File: config.mk
export PLATFORM = sky130hd
export DESIGN_NAME = scaler_bank
export DESIGN_NICKNAME = d
export VERILOG_FILES = /design/src/rtl/scaler_pkg.sv /design/src/rtl/scaler_timebase.sv /design/src/rtl/scaler_edge.sv /design/src/rtl/scaler_cell.sv /design/src/rtl/scaler_bank.sv
export SDC_FILE = /design/constraint.sdc
export NUM_CORES = 2
export LEC_CHECK = 0
export BUFFER_PORTS_ARGS = -buffer_cell sky130_fd_sc_hd__buf_4
export CORE_ASPECT_RATIO = 1.1
export CORE_UTILIZATION = 35
export CTS_CLUSTER_SIZE = 24
export DETAILED_ROUTE_END_ITERATION = 10
export PLACE_DENSITY = 0.51
export SLEW_MARGIN = 30
export SYNTH_ARGS = -nofsm -noshare
export SYNTH_HDL_FRONTEND = slang
export SYNTH_SLANG_ARGS = --single-unit
File: constraint.sdc
create_clock -name clk -period 7.3 [get_ports clk]
set_clock_uncertainty 0.2 [all_clocks]
set_input_delay 0.73 -clock clk [delete_from_list [all_inputs] [get_ports clk]]
set_output_delay 0.73 -clock clk [all_outputs]
set_load 0.03 [all_outputs]
File: src/rtl/scaler_pkg.sv
package scaler_pkg;
    localparam int unsigned DATA_W = 32;

    typedef enum logic [1:0] {
        ACC_IDLE,
        ACC_STAMP,
        ACC_HOLD,
        ACC_VOID
    } acc_e;
endpackage

File: src/rtl/scaler_timebase.sv
module scaler_timebase #(
    parameter int CLK_DIV = 5,
    parameter int TS_W    = 32
) (
    input  logic            clk,
    input  logic            rst_n,
    output logic [TS_W-1:0] ts_o
);
    localparam int DIV_W = (CLK_DIV > 1) ? $clog2(CLK_DIV) : 1;

    typedef struct packed {
        logic [DIV_W-1:0] div;
        logic [TS_W-1:0]  ts;
    } tb_s;

    tb_s  tb_d, tb_q;
    logic tick;

    assign tick = (tb_q.div == DIV_W'(CLK_DIV - 1));

    always_comb begin
        tb_d = tb_q;
        if (tick) begin
            tb_d.div = '0;
            tb_d.ts  = tb_q.ts + 1'b1;
        end else begin
            tb_d.div = tb_q.div + 1'b1;
        end
    end

    always_ff @(posedge clk) begin
        if (!rst_n) tb_q <= '0;
        else        tb_q <= tb_d;
    end

    assign ts_o = tb_q.ts;

    p_ts_step_r1: assert property (@(posedge clk) disable iff (!rst_n)
        tick |=> (ts_o == $past(ts_o) + 1'b1));
    p_ts_hold_r1: assert property (@(posedge clk) disable iff (!rst_n)
        !tick |=> $stable(ts_o));
    p_div_bound_r1: assert property (@(posedge clk) disable iff (!rst_n)
        int'(tb_q.div) < CLK_DIV);
endmodule

File: src/rtl/scaler_edge.sv
module scaler_edge #(
    parameter int NUM_CH      = 32,
    parameter int SYNC_STAGES = 2
) (
    input  logic              clk,
    input  logic              rst_n,
    input  logic [NUM_CH-1:0] ev_i,
    output logic [NUM_CH-1:0] pulse_o
);
    typedef struct packed {
        logic [SYNC_STAGES-1:0][NUM_CH-1:0] sync;
        logic [NUM_CH-1:0]                  prev;
    } ed_s;

    ed_s ed_d, ed_q;

    always_comb begin
        ed_d         = ed_q;
        ed_d.sync[0] = ev_i;
        for (int s = 1; s < SYNC_STAGES; s++) begin
            ed_d.sync[s] = ed_q.sync[s-1];
        end
        ed_d.prev = ed_q.sync[SYNC_STAGES-1];
    end

    always_ff @(posedge clk) begin
        if (!rst_n) ed_q <= '0;
        else        ed_q <= ed_d;
    end

    assign pulse_o = ed_q.sync[SYNC_STAGES-1] & ~ed_q.prev;

    p_pulse_single_r2: assert property (@(posedge clk) disable iff (!rst_n)
        (pulse_o != '0) |=> ((pulse_o & $past(pulse_o)) == '0));
endmodule

File: src/rtl/scaler_cell.sv
module scaler_cell #(
    parameter int CNT_W = 32
) (
    input  logic             clk,
    input  logic             rst_n,
    input  logic             pulse_i,
    input  logic             inhibit_i,
    input  logic             clear_i,
    input  logic             snap_i,
    output logic [CNT_W-1:0] hold_o
);
    typedef struct packed {
        logic [CNT_W-1:0] cnt;
        logic [CNT_W-1:0] hold;
    } cell_s;

    cell_s cell_d, cell_q;

    always_comb begin
        cell_d = cell_q;
        if (clear_i) begin
            cell_d.cnt = '0;
        end else if (pulse_i && !inhibit_i) begin
            cell_d.cnt = cell_q.cnt + 1'b1;
        end
        if (snap_i) begin
            cell_d.hold = cell_q.cnt;
        end
    end

    always_ff @(posedge clk) begin
        if (!rst_n) cell_q <= '0;
        else        cell_q <= cell_d;
    end

    assign hold_o = cell_q.hold;

    p_inhibit_freeze_r4: assert property (@(posedge clk) disable iff (!rst_n)
        (inhibit_i && !clear_i) |=> $stable(cell_q.cnt));
    p_snap_copy_r3: assert property (@(posedge clk) disable iff (!rst_n)
        snap_i |=> (hold_o == $past(cell_q.cnt)));
    p_clear_zero_r5: assert property (@(posedge clk) disable iff (!rst_n)
        clear_i |=> (cell_q.cnt == '0));
    p_wrap_r6: assert property (@(posedge clk) disable iff (!rst_n)
        ((&cell_q.cnt) && pulse_i && !inhibit_i && !clear_i) |=> (cell_q.cnt == '0));
    p_hold_keep_r7: assert property (@(posedge clk) disable iff (!rst_n)
        !snap_i |=> $stable(hold_o));
endmodule

File: src/rtl/scaler_bank.sv
module scaler_bank #(
    parameter int NUM_CH  = 32,
    parameter int CNT_W   = 32,
    parameter int TS_W    = 32,
    parameter int CLK_DIV = 5,
    parameter int INH_CYC = 3,
    parameter int ADDR_W  = 6
) (
    input  logic              clk,
    input  logic              rst_n,
    input  logic [NUM_CH-1:0] ev_i,
    input  logic              rd_en_i,
    input  logic              wr_en_i,
    input  logic [ADDR_W-1:0] addr_i,
    output logic [31:0]       rdata_o
);
    import scaler_pkg::*;

    localparam int IDX_W = ADDR_W - 1;
    localparam int INH_W = $clog2(INH_CYC + 1);

    typedef struct packed {
        logic [INH_W-1:0]  inh;
        logic [DATA_W-1:0] rdata;
    } ctl_s;

    ctl_s              ctl_d, ctl_q;
    logic [TS_W-1:0]   ts;
    logic [NUM_CH-1:0] pulse;
    logic [CNT_W-1:0]  hold_arr [NUM_CH];
    logic [IDX_W-1:0]  idx;
    logic              stamp_rd, stamp_wr, inhibit, snap;
    acc_e              acc;

    scaler_timebase #(.CLK_DIV(CLK_DIV), .TS_W(TS_W)) u_tb (
        .clk   (clk),
        .rst_n (rst_n),
        .ts_o  (ts)
    );

    scaler_edge #(.NUM_CH(NUM_CH), .SYNC_STAGES(2)) u_edge (
        .clk     (clk),
        .rst_n   (rst_n),
        .ev_i    (ev_i),
        .pulse_o (pulse)
    );

    for (genvar c = 0; c < NUM_CH; c++) begin : g_cell
        scaler_cell #(.CNT_W(CNT_W)) u_cell (
            .clk       (clk),
            .rst_n     (rst_n),
            .pulse_i   (pulse[c]),
            .inhibit_i (inhibit),
            .clear_i   (stamp_wr),
            .snap_i    (snap),
            .hold_o    (hold_arr[c])
        );
    end

    assign idx      = addr_i[IDX_W-1:0];
    assign stamp_rd = rd_en_i && (addr_i == '0);
    assign stamp_wr = wr_en_i && (addr_i == '0);
    assign inhibit  = (ctl_q.inh != '0);
    assign snap     = (ctl_q.inh == INH_W'(INH_CYC - 1));

    always_comb begin
        if (!rd_en_i)                                   acc = ACC_IDLE;
        else if (addr_i == '0)                          acc = ACC_STAMP;
        else if (addr_i[ADDR_W-1] && int'(idx) < NUM_CH) acc = ACC_HOLD;
        else                                            acc = ACC_VOID;
    end

    always_comb begin
        ctl_d = ctl_q;
        if (stamp_rd)     ctl_d.inh = INH_W'(INH_CYC);
        else if (inhibit) ctl_d.inh = ctl_q.inh - 1'b1;
        case (acc)
            ACC_STAMP: begin
                ctl_d.rdata            = '0;
                ctl_d.rdata[TS_W-1:0]  = ts;
            end
            ACC_HOLD: begin
                ctl_d.rdata            = '0;
                ctl_d.rdata[CNT_W-1:0] = hold_arr[idx];
            end
            ACC_VOID: ctl_d.rdata = '0;
            default:  ;
        endcase
    end

    always_ff @(posedge clk) begin
        if (!rst_n) ctl_q <= '0;
        else        ctl_q <= ctl_d;
    end

    assign rdata_o = ctl_q.rdata;

    p_inhibit_start_r4: assert property (@(posedge clk) disable iff (!rst_n)
        stamp_rd |=> inhibit);
    p_snap_single_r3: assert property (@(posedge clk) disable iff (!rst_n)
        snap |=> !snap);
    p_stamp_data_r8: assert property (@(posedge clk) disable iff (!rst_n)
        stamp_rd |=> (rdata_o[TS_W-1:0] == $past(ts)));
    p_void_zero_r8: assert property (@(posedge clk) disable iff (!rst_n)
        (acc == ACC_VOID) |=> (rdata_o == '0));
endmodule

==> impl_metrics.toml <==
[drt]
ant_nets = 0
viasPerCell = 5.173
post-route-drc-count = 0
vias = 71154
wl_per_cell_um = 21.19
drtIter0Drc = 4828
first_pass_iters = 6
drt-total-wl_mm = 291.5

[sta]
worstMarginPinSlew_ps = 1102
relSlewSlack = 0.2653
hold_violations = 0
rsz0062_at_grt = "no"
period_needed_ps = 3925
setup_violations = 0
slew_viol_final = 0
post-route-period-util = 0.5376
whs_ps = 112.2
fmax_ghz = 0.2548
fin_ws_ps = 3375
fin_tns_setup_ps = 0

[clock_network]
cts_tree = "built"
path_clk_slew_ps = 70
hold_buffers = 32
clock_latency_ps = 920
post_cts_resized = 0
htree_levels = 4
clk_path_buf_depth = 4
cts-root-buf = "clkbuf_16"
post_cts_buffers = 0
clock_sinks = 2213
numCtsBuffers = 245

[yosys]
netlist_top_cells_count = "dfxtp_1 (2213), mux2i_1 (1200), nor2b_1 (1042)"
yosys.area_share.simple = 0.2269
synth-edff-count = 0
synth_mux_area_frac = 0.1713
seq_area_frac_synth = 0.4492
ys_warn_count = 0
synth_compound_area_frac = 0.04236
async_flop_share = 0
synthCells = 10057
synthAdderAreaFrac = 0.004693
synth_xor_xnor_area_share = 0.06864
synth-main-ff-cell = "dfxtp_1"
syn_nets = 10136
synthTopCellsByArea = "dfxtp_1 (45%), mux2i_1 (12%), nor2b_1 (6.6%), mux4_2 (4.5%), xnor2_1 (4.4%)"
yosys.cell_count.top_type = "dfxtp_1"
yosys.area.top_type = "dfxtp_1"
synth_top_family_by_area = "simple AND/OR/NAND/NOR gates"
ys_ff_latch = 2213
syn_area_per_cell_um2 = 9.808
synth.distinct_cells = 76
synth_top_area_frac = 0.4492
synth_area_mm2 = 0.09864

[setup_path]
slowest_stage = "and3b_1"
cp_cell_sequence = "inv_1, ha_4, buf_4, and3b_1, and4_1, nand4_1, or3_1, a21oi_1"
end_kind = "flip-flop"
cp_top_family = "simple AND/OR/NAND/NOR gates"
cp_num_buf_inv = 2
path_max_fanout = 32
cp.required_ps = 7920
start_kind = "flip-flop"
critPathArrivalTime_ps = 4550
path_class = "flip-flop to flip-flop"
cp_slowest_stage_delay_ps = 600

[global_route]
antenna_found_initial = 16
grt_pass1_vias = 68038
grt_max_degree = 208
grt_overflow_total = 0
grt_pass1_wl_mm = 438.6
track_usage = 0.2003

[pwr]
finalPower_mw = 28.35
p_leak_nw = 35.72
p_per_area_mw_per_mm2 = 256.7
vdd_drop_max_mv = 0.2512

[cells_and_area]
area_delta_synth_final_pct = 11.99
layout.nets = 9934
fillCellCount = 27380
final_util = 0.3938
drive_above_1_share = 0.08534

[floorplanning]
coreArea_mm2 = 0.2805
start_util = 0.3516
die_w_um = 508.2
rows = 204
io_pins = 74
fp.dieArea_mm2 = 0.2839
die_h_um = 558.8

[placed_design]
io_buffers = 73
post-place-ws_ps = 2849
dp_hpwl_mm = 202.5
place.gp.congestion = 0.8960

[min_path]
hp-class = "primary input to flip-flop"

[job]
max_cap_violations = 0

[outcome]
status = "complete, no violations"
worst reg2reg max path: stages (launching register included):
cell and delay, ps:
dfxtp_1 320, inv_1 160, ha_4 580, buf_4 400, and3b_1 600, and4_1 500
nand4_1 430, or3_1 490, a21oi_1 170
report_power, final:
group | switching, mW | internal [mW] | total, mW
Clock | 5.18 | 7.35 | 12.5
Sequential | 0.0834 | 12.1 | 12.2
Combinational | 2.11 | 1.48 | 3.59
cells in the final DEF (no fill, tap or decap), types with 20 or more instances in the layout:
cell type,Yosys,layout
a21oi_1,234,234
a31oi_1,23,23
and2_1,163,163
and3_1,107,107
and3b_1,31,31
and4_1,140,140
buf_12,0,26
buf_4,57,133
clkbuf_1,321,55
clkbuf_16,0,248
clkbuf_8,0,61
clkinv_2,0,45
dfxtp_1,2213,2213
dlygate4sd3_1,0,32
ha_1,37,35
inv_1,199,199
mux2_2,44,44
mux2i_1,1200,1200
mux4_2,195,195
nand2_1,423,423
nand2b_1,28,28
nand3_1,306,305
nand4_1,261,261
nor2_1,836,835
nor2b_1,1042,1040
nor3_1,181,181
nor4_1,190,189
o21a_1,20,20
o21ai_0,218,216
o221ai_1,29,29
o22ai_1,36,36
o31ai_1,37,35
or2_2,25,26
or3_1,182,182
or4_1,48,48
xnor2_1,498,498
xor2_1,275,275
metrics by stage:
stage,std cells,cell area [um^2]
floorplan,10057,98640
global placement,13281,102000
detailed placement,13282,102000
CTS,13748,110400
global route,13751,110500
finish,13756,110500
path summary, 6_finish.rpt:
kind,start,to,slack (ps),depth (start not counted)
setup / recovery,ctl_q[32],g_cell[23].u_cell.cell_q[63],3380,8
hold / removal,rd_en_i,rdata_o[25],110,2
hold reg to reg,u_edge.ed_d[70],u_edge.ed_d[6],230,1
setup reg to reg,ctl_q[32],g_cell[23].u_cell.cell_q[63],3380,8
cells by family after synthesis:
logic type,count (synthesis)
AND/OR/NAND/NOR,4046
flip-flops,2213
multiplexers,1439
buffers and inverters,845
XOR/XNOR,773
AO/OA/AOI/OAI,704
adder cells (fa/ha/maj),37
registers in the layout, indices dropped and copies added, names as in the netlist:
name	count
u_edge.ed_q	32
g_cell.u_cell.cell_q	1024
u_tb.ts_o	32
u_tb.tb_q	3
rdata_o	32
g_cell.u_cell.hold_o	1024
u_edge.ed_d	64
ctl_q	2
layer usage:
layer,part of all wire,up-vias,wire (um),global-route usage
met4,0.047,4,13720,0.08861
met5,0.000086,-,25,0
li1,-,34604,-,-
met1,0.46,34713,133700,0.2657
met3,0.037,473,10820,0.02414
met2,0.46,1360,133200,0.3260
cell type report:
| type | count | area, um^2 | share of cell area |
|---|---|---|---|
| Antenna cell | 6 | 15.01 | 0.0001359 |
| Clock buffer | 364 | 7252 | 0.06565 |
| Clock inverter | 70 | 817.0 | 0.007396 |
| Inverter | 199 | 747.0 | 0.006762 |
| Multi-Input combinational cell | 6999 | 50770 | 0.4596 |
| Sequential cell | 2213 | 44300 | 0.4011 |
| Tap cell | 3708 | 4639 | 0.04200 |
| Timing Repair Buffer | 197 | 1922 | 0.01740 |
(Power assumes the default switching activity.)
